<file path="src/rtl/mdio_pkg.sv">
package mdio_pkg;

  localparam int CMD_W  = 32;
  localparam int DATA_W = 16;
  localparam int HALF_W = 7;

  typedef struct packed {
    logic [1:0]        st;
    logic [1:0]        op;
    logic [4:0]        phy;
    logic [4:0]        regad;
    logic [1:0]        rsvd;
    logic [DATA_W-1:0] data;
  } mgmt_cmd_t;

  localparam logic [1:0] OP_RD   = 2'd3;
  localparam logic [1:0] OP_WR   = 2'd2;
  localparam logic [1:0] WIRE_RD = 2'b10;
  localparam logic [1:0] WIRE_WR = 2'b01;

  // Half of the MDC period, in system clocks, for each select value.
  function automatic logic [HALF_W-1:0] mdc_half(input logic [2:0] sel);
    logic [HALF_W-1:0] h;
    case (sel)
      3'd0:    h = HALF_W'(4);
      3'd1:    h = HALF_W'(8);
      3'd2:    h = HALF_W'(16);
      3'd3:    h = HALF_W'(24);
      3'd4:    h = HALF_W'(32);
      3'd5:    h = HALF_W'(48);
      3'd6:    h = HALF_W'(64);
      default: h = HALF_W'(112);
    endcase
    return h;
  endfunction

endpackage

</file>
<file path="src/rtl/mdio_clk_div.sv">
module mdio_clk_div
  import mdio_pkg::*;
(
  input  logic              clk,
  input  logic              rst_n,
  input  logic              run,
  input  logic [HALF_W-1:0] half,
  output logic              mdc,
  output logic              half_end
);

  logic [HALF_W-1:0] cnt_q, cnt_d;
  logic              phase_q, phase_d;
  logic              at_end;

  assign at_end   = (cnt_q == half - HALF_W'(1));
  assign half_end = run & at_end;
  assign mdc      = phase_q;

  always_comb begin
    cnt_d   = cnt_q;
    phase_d = phase_q;
    if (!run) begin
      cnt_d   = '0;
      phase_d = 1'b0;
    end else if (at_end) begin
      cnt_d   = '0;
      phase_d = ~phase_q;
    end else begin
      cnt_d   = cnt_q + HALF_W'(1);
    end
  end

  always_ff @(posedge clk or negedge rst_n) begin
    if (!rst_n) begin
      cnt_q   <= '0;
      phase_q <= 1'b0;
    end else begin
      cnt_q   <= cnt_d;
      phase_q <= phase_d;
    end
  end

endmodule

</file>
<file path="src/rtl/mdio_frame_eng.sv">
module mdio_frame_eng
  import mdio_pkg::*;
#(
  parameter int PREAMBLE_BITS = 32
) (
  input  logic              clk,
  input  logic              rst_n,
  input  logic              start,
  input  mgmt_cmd_t         cmd,
  input  logic              mdc,
  input  logic              half_end,
  input  logic              mdio_in,
  output logic              busy,
  output logic              mdio_out,
  output logic              mdio_oe,
  output logic              rd_done,
  output logic [DATA_W-1:0] rd_data
);

  localparam int FRAME_BITS = PREAMBLE_BITS + 32;
  localparam int BIT_W      = $clog2(FRAME_BITS);
  localparam logic [BIT_W-1:0] LAST_BIT = BIT_W'(FRAME_BITS - 1);
  localparam logic [BIT_W-1:0] TA_BIT   = BIT_W'(FRAME_BITS - 18);
  localparam logic [BIT_W-1:0] DATA_BIT = BIT_W'(FRAME_BITS - DATA_W);

  logic                  busy_q, busy_d;
  logic                  rd_q, rd_d;
  logic [BIT_W-1:0]      bit_q, bit_d;
  logic [FRAME_BITS-1:0] tx_q, tx_d;
  logic [DATA_W-1:0]     rx_q, rx_d;
  logic                  advance, sample, last;
  logic                  is_rd;
  logic [1:0]            wire_op, ta_bits;
  logic [DATA_W-1:0]     tx_data;

  // advance: end of the high half; sample: MDC about to rise
  assign advance = half_end & mdc;
  assign sample  = half_end & ~mdc;
  assign last    = (bit_q == LAST_BIT);

  assign is_rd   = (cmd.op == OP_RD);
  assign wire_op = is_rd ? WIRE_RD : WIRE_WR;
  assign ta_bits = is_rd ? 2'b11 : 2'b10;
  assign tx_data = is_rd ? {DATA_W{1'b1}} : cmd.data;

  always_comb begin
    busy_d = busy_q;
    rd_d   = rd_q;
    bit_d  = bit_q;
    tx_d   = tx_q;
    rx_d   = rx_q;
    if (start && !busy_q) begin
      busy_d = 1'b1;
      rd_d   = is_rd;
      bit_d  = '0;
      tx_d   = {{PREAMBLE_BITS{1'b1}}, cmd.st, wire_op, cmd.phy,
                cmd.regad, ta_bits, tx_data};
      rx_d   = '0;
    end else if (busy_q) begin
      if (sample && rd_q && (bit_q >= DATA_BIT)) begin
        rx_d = {rx_q[DATA_W-2:0], mdio_in};
      end
      if (advance) begin
        tx_d = {tx_q[FRAME_BITS-2:0], 1'b1};
        if (last) begin
          busy_d = 1'b0;
        end else begin
          bit_d = bit_q + BIT_W'(1);
        end
      end
    end
  end

  always_ff @(posedge clk or negedge rst_n) begin
    if (!rst_n) begin
      busy_q <= 1'b0;
      rd_q   <= 1'b0;
      bit_q  <= '0;
      tx_q   <= '0;
      rx_q   <= '0;
    end else begin
      busy_q <= busy_d;
      rd_q   <= rd_d;
      bit_q  <= bit_d;
      tx_q   <= tx_d;
      rx_q   <= rx_d;
    end
  end

  assign busy     = busy_q;
  assign mdio_oe  = busy_q & ~(rd_q & (bit_q >= TA_BIT));
  assign mdio_out = mdio_oe & tx_q[FRAME_BITS-1];
  assign rd_done  = busy_q & rd_q & advance & last;
  assign rd_data  = rx_q;

endmodule

</file>
<file path="src/rtl/mdio_mgmt_ctrl.sv">
module mdio_mgmt_ctrl
  import mdio_pkg::*;
#(
  parameter int PREAMBLE_BITS = 32
) (
  input  logic             clk,
  input  logic             rst_n,
  input  logic             cmd_we,
  input  logic [CMD_W-1:0] cmd_wdata,
  input  logic [2:0]       mdc_div_sel,
  input  logic             mdio_in,
  output logic             mdc,
  output logic             mdio_out,
  output logic             mdio_oe,
  output logic             busy,
  output logic [CMD_W-1:0] cmd_word
);

  // asynchronous assert, synchronous release
  logic [1:0] rst_pipe_q;
  logic       rst_sync_n;

  always_ff @(posedge clk or negedge rst_n) begin
    if (!rst_n) rst_pipe_q <= 2'b00;
    else        rst_pipe_q <= {rst_pipe_q[0], 1'b1};
  end
  assign rst_sync_n = rst_pipe_q[1];

  logic              eng_busy, half_end, rd_done;
  logic [DATA_W-1:0] rd_data;
  logic              accept, op_ok, start;
  mgmt_cmd_t         new_cmd;
  logic [CMD_W-1:0]  cmd_q, cmd_d;
  logic              cmd_en;
  logic [HALF_W-1:0] half_q;

  assign new_cmd = mgmt_cmd_t'(cmd_wdata);
  assign op_ok   = (new_cmd.op == OP_RD) || (new_cmd.op == OP_WR);
  assign accept  = cmd_we & ~eng_busy;
  assign start   = accept & op_ok;

  always_comb begin
    cmd_d  = cmd_q;
    cmd_en = 1'b0;
    if (accept) begin
      cmd_d  = cmd_wdata;
      cmd_en = 1'b1;
    end else if (rd_done) begin
      cmd_d  = {cmd_q[CMD_W-1:DATA_W], rd_data};
      cmd_en = 1'b1;
    end
  end

  always_ff @(posedge clk or negedge rst_sync_n) begin
    if (!rst_sync_n) begin
      cmd_q  <= '0;
      half_q <= HALF_W'(4);
    end else begin
      if (cmd_en) cmd_q  <= cmd_d;
      if (start)  half_q <= mdc_half(mdc_div_sel);
    end
  end

  mdio_clk_div u_clk_div (
    .clk      (clk),
    .rst_n    (rst_sync_n),
    .run      (eng_busy),
    .half     (half_q),
    .mdc      (mdc),
    .half_end (half_end)
  );

  mdio_frame_eng #(
    .PREAMBLE_BITS (PREAMBLE_BITS)
  ) u_frame_eng (
    .clk      (clk),
    .rst_n    (rst_sync_n),
    .start    (start),
    .cmd      (new_cmd),
    .mdc      (mdc),
    .half_end (half_end),
    .mdio_in  (mdio_in),
    .busy     (eng_busy),
    .mdio_out (mdio_out),
    .mdio_oe  (mdio_oe),
    .rd_done  (rd_done),
    .rd_data  (rd_data)
  );

  assign busy     = eng_busy;
  assign cmd_word = cmd_q;

endmodule

</file>
<file path="config.mk">
export PLATFORM = sky130hd
export DESIGN_NAME = mdio_mgmt_ctrl
export DESIGN_NICKNAME = d
export VERILOG_FILES = /design/src/rtl/mdio_pkg.sv /design/src/rtl/mdio_clk_div.sv /design/src/rtl/mdio_frame_eng.sv /design/src/rtl/mdio_mgmt_ctrl.sv
export SDC_FILE = /design/constraint.sdc
export NUM_CORES = 1
export LEC_CHECK = 0
export ABC_CLOCK_PERIOD_IN_PS = 4800
export BUFFER_PORTS_ARGS = -buffer_cell sky130_fd_sc_hd__buf_2
export CAP_MARGIN = 20
export CORE_MARGIN = 2
export CORE_UTILIZATION = 57
export CTS_CLUSTER_DIAMETER = 40
export DETAILED_ROUTE_END_ITERATION = 10
export MAX_ROUTING_LAYER = met4
export PLACE_DENSITY = 0.79
export SYNTH_ARGS = -nofsm -noshare
export SYNTH_HDL_FRONTEND = slang
export SYNTH_SLANG_ARGS = --single-unit
</file>
<file path="constraint.sdc">
create_clock -name clk -period 4.8 [get_ports clk]
set_clock_uncertainty 0.2 [all_clocks]
set_input_delay 0.48 -clock clk [delete_from_list [all_inputs] [get_ports clk]]
set_output_delay 0.48 -clock clk [all_outputs]
set_load 0.05 [all_outputs]
</file>
==> results of run 1 <==
## per-layer routing
metal	GRT usage (%)	routed length, um	vias to the layer above
met2	40.6	6770	157
li1	-	-	2391
met5	-	0	-
met3	3.99	643	31
met4	11.8	303	0
met1	35.4	5960	2456
## worst reg2reg max path, stage by stage, from the launching register on
cell and delay [ps]:
dfstp_2 550, inv_1 70, ha_1 230, and4bb_1 220, o2111ai_1 530, a2111o_1 710, buf_4 440, nor2_1 110
o21ai_0 200
## state kept, by name, indices dropped and copies added, names as in the netlist
signal	count
u_frame_eng.tx_q	64
cmd_word	32
u_frame_eng.rd_data	16
u_clk_div.cnt_q	7
u_frame_eng.bit_q	6
half_q	5
rst_pipe_q	2
u_clk_div.mdc	1
u_frame_eng.busy	1
u_frame_eng.rd_q	1
## area by class of cell
type / instances / area (sq um)
sequential: 135 / 3380
fill: 771 / 3170
multi-input combinational: 461 / 2410
timing repair buffer: 99 / 623
clock buffer: 24 / 460
tap: 136 / 170
clock inverter: 5 / 27.5
inverter: 7 / 26.3
## cell usage in the layout (no fill, tap or decap), types with 2 or more instances in the layout
cell           netlist  layout
dfrtp_1            134     133
nor2_1             105     105
nand2_1             88      87
buf_2                8      74
o21ai_0             72      72
a21oi_1             40      40
a31oi_1             28      28
nand3_1             21      21
mux2i_1             20      20
nor3_1              19      19
nand4_1             17      17
clkbuf_16            0      16
dlygate4sd3_1        0      15
buf_4                1       8
inv_1                7       7
xnor2_1              7       7
or4_1                5       5
clkbuf_1            38       5
xor2_1               4       4
o31ai_1              4       4
ha_1                 4       4
clkinv_2             0       4
nor2b_1              3       3
and3_1               3       3
and2_1               3       3
or3_1                3       3
clkbuf_8             0       3
o211ai_1             2       2
and4_1               2       2
## power by group through the flow
stage	sequential (mW)	clock (mW)	combinational (mW)
5_1_grt	1.66	1.16	0.977
2_1_floorplan	1.76	0	0.506
6_report	1.63	1.10	0.885
4_1_cts	1.62	1.11	0.878
3_3_place_gp	1.62	0	0.832
3_5_place_dp	1.64	0	0.863
## stage by stage
stage	power [mW]	util [%]	hold WS [ps]
floorplan	2.26	-	-15.6
global route	3.80	69.1	26.4
finish	3.61	69.1	15.8
detailed placement	2.50	62.5	66.5
CTS	3.61	68.7	8.05
global placement	2.45	62.5	64.6
## worst max path at each step
stage	start	to	slack, ps
6_report	half_q[2]	u_frame_eng.tx_q[62]	1450
2_1_floorplan	rst_pipe_q[1]	cmd_word[0]	560
3_3_place_gp	half_q[2]	u_frame_eng.bit_q[3]	1670
4_1_cts	half_q[2]	u_frame_eng.tx_q[62]	1450
5_1_grt	half_q[2]	u_frame_eng.tx_q[59]	1230
3_5_place_dp	half_q[2]	u_frame_eng.tx_q[42]	1480
## cell families after synthesis
| group | synth area share, % |
|---|---|
| and+or+nand+nor | 19.9 |
| other | 0.0626 |
| adders and majority gates | 0.835 |
| DFF | 56.4 |
| xor gates and xnor gates | 1.61 |
| muxes | 3.34 |
| buffers and inverters | 3.80 |
| AOI/OAI and AO/OA | 14.1 |
==> impl_metrics.tcl, run 1 <==
set metrics [dict create \
    ctsResizeCount 0 \
    hp-start "mdio_in" \
    coreArea_sq_um 10300 \
    synth_top_area_share_pct 55.9 \
    finalSetupTns_ps 0 \
    postCtsSetupBuffers 0 \
    vias 5035 \
    r2r_end "u_frame_eng.tx_q[62]" \
    die_area_sq_um 11400 \
    ir_worst_vdd_mv 0.335 \
    ys_types 38 \
    layout-drive-gt1-share_pct 15.5 \
    die_x_um 107 \
    synthTopCellsByCount "134 x dfrtp_1, 105 x nor2_1, 88 x nand2_1" \
    grt.total_usage_pct 26.5 \
    start_kind "register" \
    crit_type "reg2reg" \
    synth_edf_count 0 \
    cp_top_family "compound AO/OA/AOI/OAI gates" \
    antenna_found_initial 0 \
    h-tree-depth 4 \
    clkSinkCount 135 \
    initial_core_util_pct 58.3 \
    path_depth 8 \
    p_sw_mw 1.23 \
    gp_congestion 0.866 \
    cts_tree "yes" \
    antenna_left 0 \
    clock_latency_ps 530 \
    portBuffers 74 \
    worst-path-buf-inv 2 \
    drc 0 \
    dp_hpwl_mm 8.54 \
    core.rowCount 37 \
    dieHeight_um 107 \
    cp-end-kind "register" \
    power_density_nw_per_um2 508 \
    fmax_ghz 0.298 \
    first_global_vias 4780 \
    synth_fp_nets 696 \
    pre_cts_ws_ps 1480 \
    drt-wirelength-per-cell_um 15.8 \
    place_area_sq_um 6420 \
    synth.area.top_cells "dfrtp_1 56%, nor2_1 6.6%, o21ai_0 6.0%" \
    p_leak_nw 2.87 \
    cts.path.max_buffers 2 \
    drv_slew 0 \
    crit_chain "inv_1 -> ha_1 -> and4bb_1 -> o2111ai_1 -> a2111o_1 -> buf_4 -> nor2_1 -> o21ai_0" \
    synthFlopType "dfrtp_1" \
    antennaDiodeCount 0 \
    dp_cells 821 \
    avgViaCountPerCell 5.81 \
    drtPass1Iterations 5 \
    drt_wl_total_mm 13.7 \
    switching_share_pct 34.1 \
    status "finished, final reports clean" \
    max_slew_margin_pct 29.7 \
    cts_buffers 17 \
    synth.most_common_cell "dfrtp_1" \
    yosysWarnings 0 \
    grt_max_degree 66 \
    seqPwrFrac_pct 45.0 \
    combPwrFrac_pct 24.5 \
    hp-class "in2reg" \
    overflow 0 \
    period_minus_slack_ps 3350 \
    pwr-share-clk_pct 30.5 \
    cpMaxStageDelayCell "a2111o_1" \
    syn_area_per_cell_sq_um 9.18 \
    required_ps 5020 \
    netlist_area_sq_um 5990 \
    yosysSeqAreaShare_pct 56.4 \
    fin_area_sq_um 7100 \
    holdPathStages 3 \
    final_cells 867 \
    finalHoldViolations 0 \
    period_share_pct 69.8 \
    grt_pass1_wl_mm 23.1 \
    min_to "u_frame_eng.rd_data[0]" \
    root_buffer "clkbuf_8" \
    worst_slack_ps 1450 \
    internal_power_mw 2.38 \
    worst_r2r_path_depth 8 \
    cp_slowest_stage_delay_ps 710 \
    synth.largest_area_cell "dfrtp_1" \
    crit_arrival_ps 3570 \
    regToRegStartpoint "half_q[2]" \
    async_flop_share_pct 100 \
    cts_hold_buffers 15 \
    synthCells 653 \
    maxCapViolCount 0 \
    syn_to_final_growth_pct 18.5 \
    drt_iter0_drc 489 \
    rrSetupSlack_ps 1450 \
    ios 75 \
    fin_nets 764 \
    critPathMaxFanout 31 \
    worst_pin_slew_ps 1050 \
    setup_viol 0 \
    synth-seq-cells 135 \
    rsz0062_at_grt "no" \
    cts.clk_slew.worst_paths_ps 60 \
]
Power figures use the tool's default switching activity.
==> inputs of run 2 (changes only) <==
ABC_AREA = 1   (was unset)
ABC_CLOCK_PERIOD_IN_PS = 3000   (was 4800)
CORE_UTILIZATION = 53   (was 57)
PLACE_DENSITY = 0.77   (was 0.79)
clock period = 3 ns   (was 4.8 ns; I/O delays follow)
==> run 2 against run 1 <==
  * Die area is 12% higher
  * Hold slack worse by 14 ps
  * Via count is 5.7% higher
  * Routed wire length is 3.2% higher
  * Largest cell class unchanged
  * Highest routed layer unchanged
==> impl_metrics.tcl, run 2 <==
set metrics [dict create \
    crit_type "reg2reg" \
    crit_arrival_ps 2660 \
    cp-startpoint "half_q[2]" \
    cts_buffers 17 \
    period_minus_slack_ps 2570 \
    synth-seq-cells 135 \
    pre_cts_ws_ps 475 \
    dp_hpwl_mm 9.22 \
    regToRegStartpoint "half_q[2]" \
    holdPathStages 3 \
    fillers 917 \
    switching_share_pct 20.5 \
    synth_top_area_share_pct 53.6 \
    dp_cells 958 \
    postLayoutCoreUtil_pct 64.9 \
    antenna_left 0 \
    netlist_area_sq_um 6260 \
    synth.most_common_cell "nand2_1" \
    start_kind "register" \
    antenna_found_initial 1 \
    grt_pass1_wl_mm 23.4 \
    p_leak_nw 4.10 \
    cts.clk_slew.worst_paths_ps 60 \
    ir_worst_vdd_mv 0.504 \
    maxCapViolCount 0 \
    synthTopCellsByCount "287 x nand2_1, 134 x dfrtp_1, 107 x o21ai_0" \
    dieHeight_um 113 \
    status "finished, final reports clean" \
    worst_slack_ps 434 \
    ios 75 \
    synthFlopType "dfrtp_1" \
    drt_iter0_drc 474 \
    top_register "u_frame_eng.tx_q" \
    clkSinkCount 135 \
    synth.largest_area_cell "dfrtp_1" \
    cp-end-kind "register" \
    h-tree-depth 4 \
    grt.total_usage_pct 23.5 \
    worst_pin_slew_ps 740 \
    critPathMaxFanout 38 \
    drt-wirelength-per-cell_um 14.0 \
    worst_r2r_path_depth 12 \
    final_cells 1011 \
    syn_to_final_growth_pct 18.8 \
    coreArea_sq_um 11500 \
    seqPwrFrac_pct 47.3 \
    synth.area.top_cells "dfrtp_1 54%, nand2_1 17%, o21ai_0 8.6%" \
    drc 0 \
    finalHoldViolations 0 \
    yosysSeqAreaShare_pct 54.0 \
    required_ps 3090 \
    largest_register_ff_count 64 \
    root_buffer "clkbuf_16" \
    final_cell_mix "287 x nand2_1, 133 x dfrtp_1, 107 x o21ai_0" \
    overflow 0 \
    vias 5323 \
    finalSetupTns_ps 0 \
    cts_tree "yes" \
    whs_ps 1.44 \
    gp_congestion 0.865 \
    ys_types 36 \
    first_global_vias 5003 \
    fmax_ghz 0.390 \
    synthCells 770 \
    drt_wl_total_mm 14.1 \
    drv_slew 0 \
    portBuffers 74 \
    p_sw_mw 0.797 \
    hp-class "in2reg" \
    layout_commonest_cell "nand2_1" \
    max_slew_margin_pct 50.7 \
    core.rowCount 39 \
    postCtsSetupBuffers 0 \
    die_x_um 113 \
    clock_latency_ps 410 \
    period_share_pct 85.5 \
    synth_fp_nets 813 \
    internal_power_mw 3.09 \
    syn_area_per_cell_sq_um 8.13 \
    crit_end "u_frame_eng.tx_q[18]" \
    yosysWarnings 0 \
    grt_max_degree 77 \
    rsz0062_at_grt "no" \
    cts.path.max_buffers 2 \
    initial_core_util_pct 54.6 \
    combPwrFrac_pct 2.4 \
    drtPass1Iterations 5 \
    die_area_sq_um 12700 \
    r2r_end "u_frame_eng.tx_q[18]" \
    rrSetupSlack_ps 430 \
    power_density_nw_per_um2 523 \
    layout-drive-gt1-share_pct 15.5 \
    fin_nets 897 \
    pwr-share-clk_pct 50.3 \
    async_flop_share_pct 100 \
    avgViaCountPerCell 5.27 \
    setup_viol 0 \
    synth_edf_count 0 \
]
==> run 2: final cells by class <==
type                            instances  area (sq um)  share of cell area [%]
Clock inverter                          5          50.0                   0.673
Inverter                               86           323                    4.34
Timing Repair Buffer                  106           686                    9.22
Antenna cell                            1          2.50                  0.0336
Clock buffer                           27           503                    6.76
Tap cell                              143           179                    2.40
Multi-Input combinational cell        508          2310                    31.1
Sequential cell                       135          3380                    45.5
==> run 2: critical path: stages (launching register included) <==
cell and delay, ps:
dfstp_2 570, inv_2 60, ha_1 300, nand2_1 70, nand3_1 70, nor2_1 80
nand2_1 100, nor2_4 140, nand3_2 110, nand2_4 220, inv_2 290, nand2_1 160
nand2_1 80
==> run 2: metal layers <==
metal	GRT usage, %	up-vias	part of all wire [%]
met5	-	-	0
met4	9.19	0	2.3
met3	4.91	29	4.8
met2	36.2	171	49
met1	30.9	2540	44
li1	-	2583	-
==> run 2: cell families (layout without fill, tap and decap cells) <==
kind of cell,count (synthesis),in the layout,synth area share [%]
compound gates,138,138,11.9
xor+xnor,7,7,0.979
fa+ha+maj,4,4,0.800
buf+inv,127,224,9.05
flops,135,135,54.0
other cells,1,2,0.0599
simple gates,358,358,23.3
==> run 2: worst min-delay path by stage <==
stage | end | slack, ps | startpoint
2_1_floorplan | rst_pipe_q[0] | -200 | rst_n
3_3_place_gp | rst_pipe_q[0] | -120 | rst_n
3_5_place_dp | rst_pipe_q[0] | -110 | rst_n
4_1_cts | cmd_word[26] | 6 | cmd_wdata[26]
5_1_grt | half_q[6] | 30 | mdc_div_sel[2]
6_report | cmd_word[26] | 1 | cmd_wdata[26]
==> run 2: stage by stage <==
stage / power, mW / cell area [sq um]
2_1_floorplan: 1.89 / 6260
3_3_place_gp: 1.94 / 6680
3_5_place_dp: 1.94 / 6680
4_1_cts: 3.91 / 7440
5_1_grt: 3.99 / 7440
6_report: 3.89 / 7440
==> run 2: timing repair <==
action,4_1_cts,5_1_grt
endpoints found under the setup margin,0,0
resized for setup,0,0
hold endpoints to repair,20,0
hold buffers,20,0
==> run 2: power by group through the flow <==
stage	clock, mW	sequential [mW]	combinational, mW
after floorplan	0	1.88	0.0121
after CTS	1.98	1.84	0.0917
after detailed placement	0	1.87	0.0718
final	1.96	1.84	0.0914
after global routing	2.05	1.84	0.102
after global placement	0	1.87	0.0697
==> inputs of run 3 (changes only) <==
CELL_PAD_IN_SITES_DETAIL_PLACEMENT = 1   (was unset)
CELL_PAD_IN_SITES_GLOBAL_PLACEMENT = 1   (was unset)
CORE_UTILIZATION = 41   (was 53)
CTS_BUF_LIST = sky130_fd_sc_hd__clkbuf_2 sky130_fd_sc_hd__clkbuf_4 sky130_fd_sc_hd__clkbuf_8   (was unset)
PLACE_DENSITY = unset   (was 0.77)
PLACE_DENSITY_LB_ADDON = 0.1   (was unset)
TNS_END_PERCENT = 30   (was unset)
==> run 3 against run 2 <==
  * Via count down 1.2%
  * Critical path depth up 2
  * Global-route usage down 3.0 points
  * Sequential power about the same
  * First-iteration DRC count down 16%
  * Cell count up 4.7%
  * Power down 11%
  * Sequential cell count unchanged
  * Non-clock buffer count up 4
  * Hold slack better by 35 ps
  * Fmax down 1.7%
  * Final area down 0.67%
  * Critical path type unchanged
  * Largest power group is now registers
==> impl_metrics.tcl, run 3 (synthesized netlist as in run 2, its figures left out) <==
set metrics [dict create \
    grt_busiest_layer "met2" \
    finalSetupTns_ps 0 \
    drt_iter0_drc 398 \
    use_met3_pct 4.31 \
    worst-path-buf-inv 3 \
    h-tree-depth 4 \
    top_register "u_frame_eng.tx_q" \
    crit_type "reg2reg" \
    critPathMostFrequentCell "nand2_1" \
    drc 0 \
    clkSinkCount 135 \
    largest_register_ff_count 64 \
    drtPass1Iterations 4 \
    cts_tree "yes" \
    cp-end-kind "register" \
    layout-drive-gt1-share_pct 16.1 \
    fmax_ghz 0.383 \
    first_global_vias 5441 \
    antenna_found_initial 0 \
    cts.path.max_buffers 2 \
    period_minus_slack_ps 2610 \
    layout_commonest_cell "nand2_1" \
    setup_viol 0 \
    cp_slowest_stage_delay_ps 560 \
    die_area_sq_um 16300 \
    worst_pin_slew_ps 709 \
    max_slew_margin_pct 52.8 \
    coreArea_sq_um 15000 \
    grt_use_met2_pct 32.8 \
    ios 75 \
    dp_cells 1003 \
    gp_congestion 0.785 \
    grt_max_degree 77 \
    clock_latency_ps 450 \
    vias 5257 \
    portBuffers 74 \
    required_ps 3140 \
    drt_wl_total_mm 15.0 \
    finalHoldViolations 0 \
    crit_arrival_ps 2750 \
    cp_top_family "simple AND/OR/NAND/NOR gates" \
    cts_buffers 17 \
    crit_chain "inv_2 -> ha_1 -> inv_1 -> nand2_1 -> nand2_1 -> nand2_1 -> nand2_1 -> nand2_1 -> nor2_4 -> nand3_2 -> nand2_4 -> inv_2 -> nand2_1 -> nand2_1" \
    dp_hpwl_mm 10.0 \
    initial_core_util_pct 41.6 \
    avgViaCountPerCell 4.96 \
    root_buffer "clkbuf_8" \
    drv_slew 0 \
    status "finished, final reports clean" \
    rsz0062_at_grt "no" \
    maxCapViolCount 0 \
    fin_nets 901 \
    die_x_um 128 \
    hp-class "in2reg" \
    period_share_pct 87.0 \
    met1_usage_pct 26.6 \
    antennaDiodeCount 0 \
    postCtsSetupBuffers 0 \
    final_cells 1059 \
    critPathMaxFanout 38 \
    final_cell_mix "287 x nand2_1, 133 x dfrtp_1, 107 x o21ai_0" \
    grt_pass1_wl_mm 26.1 \
    antenna_left 0 \
    ctsResizeCount 0 \
    dieHeight_um 128 \
    whs_ps 36.5 \
    core.rowCount 45 \
    grt.total_usage_pct 20.5 \
    syn_to_final_growth_pct 18.0 \
    overflow 0 \
    cts.clk_slew.worst_paths_ps 70 \
    power_density_nw_per_um2 467 \
    drt-wirelength-per-cell_um 14.2 \
    ir_worst_vdd_mv 0.252 \
    start_kind "register" \
    p_leak_nw 4.06 \
    cpMaxStageDelayCell "dfstp_2" \
]
==> run 3: changes by cell type in the layout (fill, tap and decap cells not counted), sizes merged <==
cell,previous run,this run
diode,1,0
clkinv,4,8
bufinv,1,2
clkbuf,27,22
dlygate4sd3,20,24
==> run 3: worst min-delay path, delay by kind of cell <==
kind,cells,cell delay (ps)
simple gates,3,170
buf+inv,2,170
==> run 3: path summary, 6_finish.rpt <==
kind	slack, ps	start	cells after the start	endpoint
max in group asynchronous	1590	rst_pipe_q[1]	1	half_q[2]
setup / recovery	390	half_q[2]	14	u_frame_eng.tx_q[35]
setup reg to reg	390	half_q[2]	14	u_frame_eng.tx_q[35]
hold reg to reg	170	rst_pipe_q[1]	0	cmd_word[19]
hold / removal	40	cmd_we	5	cmd_word[28]
min in group asynchronous	170	rst_pipe_q[1]	0	cmd_word[19]
==> run 3: what timing repair did <==
item / 4_1_cts / 5_1_grt
hold endpoints to repair: 24 / 0
setup endpoints to repair: 0 / 0
hold buffers: 24 / 0
==> run 3: cell type report <==
class                      count  area, sq um
fill                        1861         7640
sequential                   135         3380
multi-input combinational    508         2310
timing repair buffer         110          738
inverter                      86          323
clock buffer                  22          297
tap                          188          235
clock inverter                10          100
==> run 3: through the flow <==
step	instance area, sq um	util [%]	setup WS (ps)	power (mW)
4_1_cts	7390	49.2	351	3.50
2_1_floorplan	6260	-	218	1.89
3_3_place_gp	6750	44.9	448	1.94
5_1_grt	7390	49.2	157	3.59
6_report	7390	49.2	390	3.45
3_5_place_dp	6750	44.9	374	1.95
==> run 3: where the power goes <==
part | switching [mW] | leakage, nW | internal [mW] | total (mW)
Sequential | 0.0141 | 1.67 | 1.82 | 1.84
Clock | 0.694 | 0.215 | 0.824 | 1.52
Combinational | 0.0506 | 2.17 | 0.0446 | 0.0951
==> run 3: layer usage <==
layer,part of all wire [%],vias to the layer above
met5,0,-
met4,1.1,0
met3,3.4,14
met2,48,92
met1,47,2566
li1,-,2585
